[src/rtl/sms_pkg.sv]
package sms_pkg;
  localparam int unsigned STAT_W   = 8;
  localparam int unsigned BIT_BUSY = 0;
  localparam int unsigned BIT_WEN  = 1;
  localparam int unsigned BIT_NAWK = 2;
  localparam int unsigned BIT_CRC  = 4;
  localparam int unsigned BIT_RRDY = 6;
  localparam int unsigned BIT_EERR = 7;
  localparam logic [STAT_W-1:0] PARTIAL_CODE = STAT_W'(1) << BIT_CRC;

  typedef enum logic [1:0] {
    PWR_WAKING  = 2'd0,
    PWR_ACTIVE  = 2'd1,
    PWR_SLEEP   = 2'd2,
    PWR_STANDBY = 2'd3
  } pwr_e;
endpackage

[src/rtl/sms_wen_latch.sv]
module sms_wen_latch (
  input  logic clk,
  input  logic rst_n,
  input  logic mode_spi,
  input  logic set_i,
  input  logic clr_i,
  output logic wen_o
);
  logic wen_q;

  always_ff @(posedge clk or negedge rst_n) begin
    if (!rst_n)         wen_q <= 1'b0;
    else if (!mode_spi) wen_q <= 1'b0;
    else if (clr_i)     wen_q <= 1'b0;
    else if (set_i)     wen_q <= 1'b1;
  end

  assign wen_o = wen_q & mode_spi;

  assert_clear_wins_R5: assert property (@(posedge clk) disable iff (!rst_n)
    clr_i |=> !wen_o);
  assert_set_latches_R4: assert property (@(posedge clk) disable iff (!rst_n)
    (set_i && !clr_i && mode_spi) |=> (wen_o || !mode_spi));
endmodule

[src/rtl/sms_power_track.sv]
module sms_power_track
  import sms_pkg::*;
(
  input  logic clk,
  input  logic rst_n,
  input  logic sleep_i,
  input  logic standby_i,
  input  logic wake_start_i,
  input  logic wake_done_i,
  input  logic stat_rd_i,
  output logic not_awake_o,
  output logic wake_req_o
);
  pwr_e st_q, st_d;

  always_comb begin
    st_d = st_q;
    if (sleep_i)
      st_d = PWR_SLEEP;
    else if (standby_i)
      st_d = PWR_STANDBY;
    else if (wake_done_i && st_q == PWR_WAKING)
      st_d = PWR_ACTIVE;
    else if (wake_start_i && (st_q == PWR_SLEEP || st_q == PWR_STANDBY))
      st_d = PWR_WAKING;
  end

  always_ff @(posedge clk or negedge rst_n) begin
    if (!rst_n) st_q <= PWR_WAKING;
    else        st_q <= st_d;
  end

  assign not_awake_o = (st_q != PWR_ACTIVE);
  assign wake_req_o  = stat_rd_i && (st_q == PWR_SLEEP || st_q == PWR_STANDBY);

  assert_wake_req_asleep_R8: assert property (@(posedge clk) disable iff (!rst_n)
    wake_req_o |-> not_awake_o);
  assert_sleep_not_awake_R7: assert property (@(posedge clk) disable iff (!rst_n)
    (sleep_i || standby_i) |=> not_awake_o);
endmodule

[src/rtl/sms_block_flags.sv]
module sms_block_flags (
  input  logic clk,
  input  logic rst_n,
  input  logic done_i,
  input  logic partial_i,
  input  logic short_i,
  input  logic badsum_i,
  input  logic overrun_i,
  input  logic cmd_ok_i,
  input  logic cmd_err_i,
  input  logic fill_i,
  input  logic drain_i,
  output logic crc_o,
  output logic eerr_o,
  output logic rrdy_o,
  output logic part_o
);
  logic sum_fail;
  logic any_result;

  assign sum_fail   = short_i | badsum_i;
  assign any_result = done_i | sum_fail | overrun_i;

  always_ff @(posedge clk or negedge rst_n) begin
    if (!rst_n) begin
      crc_o  <= 1'b0;
      eerr_o <= 1'b0;
      rrdy_o <= 1'b0;
      part_o <= 1'b0;
    end else begin
      if (any_result)     part_o <= 1'b0;
      else if (partial_i) part_o <= 1'b1;

      if (sum_fail | overrun_i) crc_o <= 1'b1;
      else if (done_i)          crc_o <= 1'b0;

      if (overrun_i | cmd_err_i) eerr_o <= 1'b1;
      else if (sum_fail)         eerr_o <= 1'b0;
      else if (cmd_ok_i)         eerr_o <= 1'b0;

      if (sum_fail)     rrdy_o <= 1'b0;
      else if (fill_i)  rrdy_o <= 1'b1;
      else if (drain_i) rrdy_o <= 1'b0;
    end
  end

  assert_overrun_both_R10: assert property (@(posedge clk) disable iff (!rst_n)
    overrun_i |=> (crc_o && eerr_o));
  assert_badsum_clean_R10: assert property (@(posedge clk) disable iff (!rst_n)
    (badsum_i && !overrun_i && !cmd_err_i) |=> (crc_o && !eerr_o && !rrdy_o));
  assert_ok_clears_R12: assert property (@(posedge clk) disable iff (!rst_n)
    (cmd_ok_i && !cmd_err_i && !overrun_i) |=> !eerr_o);
  assert_fill_sets_R11: assert property (@(posedge clk) disable iff (!rst_n)
    (fill_i && !sum_fail) |=> rrdy_o);
endmodule

[src/rtl/sms_status_ctrl.sv]
module sms_status_ctrl
  import sms_pkg::*;
(
  input  logic              clk,
  input  logic              rst_n,
  input  logic              mode_spi,
  input  logic              ins_wren,
  input  logic              ins_wrdi,
  input  logic              ins_write,
  input  logic              ins_read,
  input  logic              ins_rdsr,
  input  logic              cmdbuf_wr,
  input  logic              addr_rst_wr,
  input  logic              reset_cmd,
  input  logic              sleep_enter,
  input  logic              standby_enter,
  input  logic              wake_start,
  input  logic              wake_done,
  input  logic              busy_eeprom,
  input  logic              busy_cmd,
  input  logic              blk_done,
  input  logic              blk_partial,
  input  logic              blk_short,
  input  logic              blk_badsum,
  input  logic              blk_overrun,
  input  logic              cmd_ok,
  input  logic              cmd_err,
  input  logic              resp_fill,
  input  logic              resp_drain,
  input  logic              stat_rd,
  input  logic              resp_rd,
  output logic [STAT_W-1:0] status_o,
  output logic              wr_grant_o,
  output logic              wake_req_o
);
  logic busy_q, wen, nawk, crc, eerr, rrdy, part;
  logic wen_clr;
  logic [STAT_W-1:0] raw;

  assign wen_clr = ins_write | ins_wrdi | cmdbuf_wr | addr_rst_wr |
                   reset_cmd | sleep_enter | wake_start;

  always_ff @(posedge clk or negedge rst_n) begin
    if (!rst_n) busy_q <= 1'b0;
    else        busy_q <= busy_eeprom | busy_cmd;
  end

  sms_wen_latch u_wen (
    .clk(clk), .rst_n(rst_n), .mode_spi(mode_spi),
    .set_i(ins_wren), .clr_i(wen_clr), .wen_o(wen)
  );

  sms_power_track u_pwr (
    .clk(clk), .rst_n(rst_n),
    .sleep_i(sleep_enter), .standby_i(standby_enter),
    .wake_start_i(wake_start), .wake_done_i(wake_done),
    .stat_rd_i(stat_rd), .not_awake_o(nawk), .wake_req_o(wake_req_o)
  );

  sms_block_flags u_blk (
    .clk(clk), .rst_n(rst_n),
    .done_i(blk_done), .partial_i(blk_partial), .short_i(blk_short),
    .badsum_i(blk_badsum), .overrun_i(blk_overrun),
    .cmd_ok_i(cmd_ok), .cmd_err_i(cmd_err),
    .fill_i(resp_fill), .drain_i(resp_drain),
    .crc_o(crc), .eerr_o(eerr), .rrdy_o(rrdy), .part_o(part)
  );

  always_comb begin
    raw           = '0;
    raw[BIT_BUSY] = busy_q;
    raw[BIT_WEN]  = wen;
    raw[BIT_NAWK] = nawk;
    raw[BIT_CRC]  = crc;
    raw[BIT_RRDY] = rrdy;
    raw[BIT_EERR] = eerr;
  end

  assign status_o   = part ? PARTIAL_CODE : raw;
  assign wr_grant_o = ins_write & wen;

  logic quiet;
  assign quiet = !(ins_wren | wen_clr | standby_enter | wake_done |
                   blk_done | blk_partial | blk_short | blk_badsum |
                   blk_overrun | cmd_ok | cmd_err | resp_fill | resp_drain) &&
                 ((busy_eeprom | busy_cmd) == busy_q);

  assert_reads_quiet_R13: assert property (@(posedge clk) disable iff (!rst_n)
    ((stat_rd || resp_rd || ins_read || ins_rdsr) && quiet)
      |=> ($stable(status_o) || !$stable(mode_spi)));
  assert_write_drops_wen_R6: assert property (@(posedge clk) disable iff (!rst_n)
    wr_grant_o |=> !status_o[BIT_WEN]);
  assert_partial_mask_R9: assert property (@(posedge clk) disable iff (!rst_n)
    (blk_partial && !(blk_done | blk_short | blk_badsum | blk_overrun))
      |=> (status_o == PARTIAL_CODE));
  assert_rsvd_low_R1: assert property (@(posedge clk) disable iff (!rst_n)
    !status_o[3] && !status_o[5]);
endmodule

[config.mk]
export PLATFORM = sky130hd
export DESIGN_NAME = sms_status_ctrl
export DESIGN_NICKNAME = d
export VERILOG_FILES = /design/src/rtl/sms_pkg.sv /design/src/rtl/sms_wen_latch.sv /design/src/rtl/sms_power_track.sv /design/src/rtl/sms_block_flags.sv /design/src/rtl/sms_status_ctrl.sv
export SDC_FILE = /design/constraint.sdc
export NUM_CORES = 1
export LEC_CHECK = 0
export BUFFER_PORTS_ARGS = -buffer_cell sky130_fd_sc_hd__buf_2
export CAP_MARGIN = 20
export CORE_AREA = 2 2 39 41
export CTS_CLUSTER_DIAMETER = 40
export DETAILED_ROUTE_END_ITERATION = 6
export DIE_AREA = 0 0 41 43
export GPL_TIMING_DRIVEN = 0
export PLACE_DENSITY = 0.68
export REMOVE_ABC_BUFFERS = 1
export SLEW_MARGIN = 15
export SYNTH_ARGS = -nofsm -noshare
export SYNTH_HDL_FRONTEND = slang
export SYNTH_SLANG_ARGS = --single-unit
[constraint.sdc]
create_clock -name clk -period 1.7 [get_ports clk]
set_input_delay 0.17 -clock clk [delete_from_list [all_inputs] [get_ports clk]]
set_output_delay 0.17 -clock clk [all_outputs]
set_load 0.1 [all_outputs]
After elaboration in Yosys (flattened, before gate mapping)
Cells that the tools add are included.
{"block": "word_totals", "inputBits": 28, "output_inout_bits": 10, "elab_cells": 53, "regBits": 8}
{"block": "classes", "eq_ne": 4, "n_reduce_logical": 10, "bitwise": 14, "n_mux": 18}
{"op": "1-bit 2-to-1 mux", "n": 13}
{"op": "1-bit OR", "n": 12}
{"op": "2-bit 2-to-1 mux", "n": 4}
{"op": "8-bit 2-to-1 mux", "n": 1}
{"op": "3-bit nonzero test", "n": 2}
{"op": "2-bit equality test (second input constant)", "n": 2}
{"op": "2-bit nonzero test", "n": 2}
{"op": "4-bit nonzero test", "n": 1}
{"op": "1-bit logical AND", "n": 3}
{"op": "3-bit by 1-bit != test with 1-bit output (second input constant)", "n": 1}
{"op": "1-bit AND", "n": 2}
{"op": "2-bit logical NOT", "n": 1}
{"op": "2-bit by 1-bit != test with 1-bit output (second input constant)", "n": 1}
{"op": "1-bit logical OR", "n": 1}

Logic depth before layout (Yosys ltp)
{"block": "depth", "word_depth": 8, "depth_mapped": 2}

Cells and area by module
Synthesis repeated with hierarchy kept, for this count alone.
{"block": "hier_totals", "cells_unflattened": 44, "hier_area_um2": 432.9}
{"mod": "sms_block_flags", "area_per_inst_um2": 161.4, "cells_each": 14, "instances": 1}
{"mod": "sms_status_ctrl", "area_per_inst_um2": 121.4, "cells_each": 15, "instances": 1}
{"mod": "sms_power_track", "area_per_inst_um2": 101.3, "cells_each": 11, "instances": 1}
{"mod": "sms_wen_latch", "area_per_inst_um2": 48.8, "cells_each": 4, "instances": 1}

Worst setup path before layout
No wires, ideal clock.
{"block": "synth_timing", "kind": "reg2out", "start": "reg u_blk.part_o", "end": "out status_o[2]", "required_time_ps": 1530, "path_slack_ps": -361, "t_arrival_ps": 1891, "stages_incl_launch_ff": 2, "path_buffers": 0, "path_cell_list": "dfrtp_1 -> a21oi_1"}
{"block": "synth_between", "elab_chain_len": 1}
{"element": "start, declared", "line": "sms_block_flags.sv:16", "rtl": "output logic part_o"}
{"element": "start signal, assigned", "line": "sms_block_flags.sv:29", "rtl": "part_o <= 1'b0;"}
{"element": "start signal, assigned", "line": "sms_block_flags.sv:31", "rtl": "if (any_result) part_o <= 1'b0;"}
{"element": "start signal, assigned", "line": "sms_block_flags.sv:32", "rtl": "else if (partial_i) part_o <= 1'b1;"}
{"element": "8-bit 2-to-1 mux", "line": "sms_status_ctrl.sv:79", "rtl": "assign status_o = part ? PARTIAL_CODE : raw;"}
{"element": "end, declared", "line": "sms_status_ctrl.sv:32", "rtl": "output logic [STAT_W-1:0] status_o,"}
No other way between the ends.

Worst setup path in the final report
Same ends and word-level chain as after synthesis.

==> flow_summary.rst <==
.. list-table::
   :header-rows: 1

   * - Metric
     - Value
   * - Clock tree from TritonCTS
     - done
   * - Post-DRT Antenna Nets
     - 0
   * - Share of total power consumed by net switching
     - 0.336
   * - Final hold violation count
     - 0
   * - Clk pin slew, worst setup/hold paths
     - 0.05 ns
   * - Top-level port count
     - 38
   * - Routability congestion estimate
     - 0.630
   * - Worst setup SP type
     - flop
   * - Shortest clock period the worst path allows after layout
     - around 1.5 ns
   * - Total detailed-routing wirelength
     - 864 um
   * - Buffer and inverter count on the worst path
     - 1
   * - Post-detailed-route via-to-cell ratio
     - 4.46
   * - Internal power of the cells
     - between 300 and 400 uW
   * - Sequential Power Share
     - 0.425
   * - Wire length per cell after detailed routing
     - roughly 9.4 um
   * - Total area of multi-input combinational cells
     - about 180 um2
   * - Synthesis Warnings
     - 0
   * - Synthesized netlist cell count
     - 41
   * - Register bit total from synthesis
     - 8
   * - Flip-flop and latch area
     - between 200 and 250 um2
   * - Max Buffers Root-to-Sink
     - 2
   * - Hold/Removal Path Class
     - in2reg
   * - First-iteration detailed-routing DRC count
     - 1
   * - Inserted Diodes
     - 0
   * - Count of input and output buffers
     - 32
   * - Crit path max fanout
     - 7
   * - Row count
     - 14
   * - H-tree levels
     - 1
   * - Syn avg cell area
     - 9.83 um2
   * - Arrival time at the worst endpoint
     - 1.29 ns
   * - Final core utilization
     - 0.437
   * - Post-route cell area
     - 604 um2
   * - Clock latency of the later-clocked register in the worst-skew pair
     - ~0.25 ns
   * - Post-CTS resize count
     - 0
   * - Global-route wire length before repair
     - 1140 um
   * - Maximum ir drop on the vdd rail
     - 0.000332 V
   * - Count of unresolved DRC violations after routing
     - 0
   * - CP Class
     - reg2out
   * - Slew Viols, Final
     - 0
   * - Fraction of power consumed by combinational cells
     - 0.285
   * - Number of maximum-capacitance constraint violations
     - 0
   * - Share of layout cells above drive strength 1
     - 0.500
   * - Pwr dens
     - 788 mW/mm2
   * - Crit end category
     - output port
   * - Critical path required time
     - 1.53 ns
   * - Maximum frequency from static timing analysis
     - between 600 and 700 MHz
   * - Initial DRT Pass Iterations
     - 4
   * - Filler Cells Inserted
     - 145
   * - Largest incremental delay on the critical path
     - 0.45 ns
   * - Worst Skew
     - 0.0000423 ns
   * - Share of the clock period used by the worst path after layout
     - 0.860
   * - Overall routing resource usage
     - 0.101
   * - Worst path top cell family by delay
     - flip-flops
   * - Layout overhead on the synthesized area
     - 50.0%
   * - Detailed-placement wirelength estimate
     - 679 um
   * - DIE AREA
     - 0.00176 mm2
   * - Pin count of the biggest net entering global routing
     - 9
   * - Cell area after synthesis
     - 403 um2
   * - CTS Sinks
     - 8
   * - Net Sw Power
     - 160 uW
   * - Unique cell type count in the Yosys netlist
     - 21
   * - Clock Power Share
     - 0.290
   * - GRT Residual Overflow
     - 0
   * - Total leakage power
     - 0.000340 uW
   * - Number of antenna violations at the first check in global routing
     - 0
   * - Core Box Area
     - approximately 0.0014 mm2
   * - Fraction of the yosys area taken by sequential cells
     - 0.497
   * - Setup-violating endpoint count in the final report
     - 0
   * - DP Area
     - 572 um2
   * - Layout net count
     - 106
   * - Setup repair after global routing missed its margin
     - false
   * - Standard cell with the maximum stage delay on the critical path
     - dfrtp_1
   * - TritonCTS buffer count
     - 3
   * - Die Span Y
     - 43 um
   * - Initial Util
     - 0.291
   * - Run status
     - complete, no violations
   * - Horizontal die dimension
     - 41 um
   * - Hold Worst Slack
     - 0.0941 ns
   * - Vias
     - 410
   * - Via count of the first global-routing pass
     - 348
   * - Cell Chain, Critical Path
     - a21oi_1 -> buf_2
   * - Clock root buffer
     - clkbuf_4
## power by group through the flow
stage	clock network (uW)	logic, uW	registers, uW
after detailed placement	0	135	206
after CTS	148	137	202
final	138	136	203
after floorplan	0	92.9	204
after global placement	0	134	205
after global routing	152	145	203
## cell families (layout without fill, tap and decap cells)
family                 count (synthesis)  count (layout)  share of synthesized area
AOI/OAI and AO/OA                      7               7                      0.130
buffers and inverters                  6              40                     0.0745
DFF                                    8               8                      0.497
other                                  1               2                    0.00931
and+or+nand+nor                       19              19                      0.289
## synth_stat cells
cell type  n  area [um2]
nor3b_1    1        7.51
and2_1     1        6.26
conb_1     1        3.75
or2_2      2        12.5
nor3_1     1        5.00
dfrtp_1    8         200
nor2_1     4        15.0
and3_1     1        6.26
o21ai_0    2        10.0
nor4_1     1        6.26
nand3b_1   1        7.51
o311a_1    1        10.0
nor2b_1    5        31.3
buf_4      2        15.0
o211a_1    1        10.0
o21a_1     1        7.51
nor4b_2    1        15.0
a21oi_1    1        5.00
a311o_1    1        10.0
nand2_1    1        3.75
inv_1      4        15.0
## cells in the final DEF (no fill, tap or decap)
| cell | instances |
|---|---|
| clkbuf_4 | 3 |
| nor3b_1 | 1 |
| conb_1 | 2 |
| inv_1 | 4 |
| nor3_1 | 1 |
| nand3b_1 | 1 |
| o21ai_0 | 2 |
| and3_1 | 1 |
| a311o_1 | 1 |
| o21a_1 | 1 |
| nand2_1 | 1 |
| o311a_1 | 1 |
| or2_2 | 2 |
| and2_1 | 1 |
| o211a_1 | 1 |
| buf_2 | 32 |
| dlygate4sd3_1 | 1 |
| nor2b_1 | 5 |
| nor4b_2 | 1 |
| nor4_1 | 1 |
| a21oi_1 | 1 |
| dfrtp_1 | 8 |
| nor2_1 | 4 |
## registers in the layout, summed over array words and instances (netlist names)
signal        cells
busy_q            1
u_blk.crc_o       1
u_blk.eerr_o      1
u_blk.part_o      1
u_blk.rrdy_o      1
u_pwr.st_q        2
u_wen.wen_q       1
## area by class of cell
class / count / area share
Inverter: 4 / 0.0248
Multi-Input combinational cell: 28 / 0.292
Sequential cell: 8 / 0.331
Clock buffer: 3 / 0.0373
Tap cell: 16 / 0.0331
Timing Repair Buffer: 33 / 0.282
## worst paths after layout
kind	start	to	slack, ns	cells past startpoint
setup / recovery	u_blk.part_o	status_o[2]	0.24	2
hold / removal	blk_done	u_blk.part_o	0.09	2
setup reg to reg	u_pwr.st_q[0]	u_pwr.st_q[0]	0.87	1
hold reg to reg	u_blk.crc_o	u_blk.crc_o	0.53	2
max in group asynchronous	rst_n	u_blk.part_o	1.23	2
min in group asynchronous	rst_n	u_pwr.st_q[1]	0.31	2
## layer usage
| metal | vias up | global-route usage | wire (um) |
|---|---|---|---|
| met4 | 0 | 0.100 | 8 |
| met2 | 26 | 0.172 | 410 |
| met5 | - | 0 | 0 |
| met1 | 176 | 0.0797 | 319 |
| li1 | 206 | - | - |
| met3 | 2 | 0.0314 | 125 |
## through the flow
stage,total power (uW),std cells,setup TNS (ns),setup WS [ns]
4_1_cts,487,92,0,0.212
3_3_place_gp,339,88,0,0.507
2_1_floorplan,297,40,-1.22,-0.361
6_report,477,92,0,0.238
5_1_grt,499,92,0,0.184
3_5_place_dp,340,88,0,0.483
## repair_timing
action,in CTS,in global routing
endpoints found under the hold margin,8,0
setup buffers,0,0
hold buffers,1,0
Note: power is estimated with default switching activity, not from simulation.
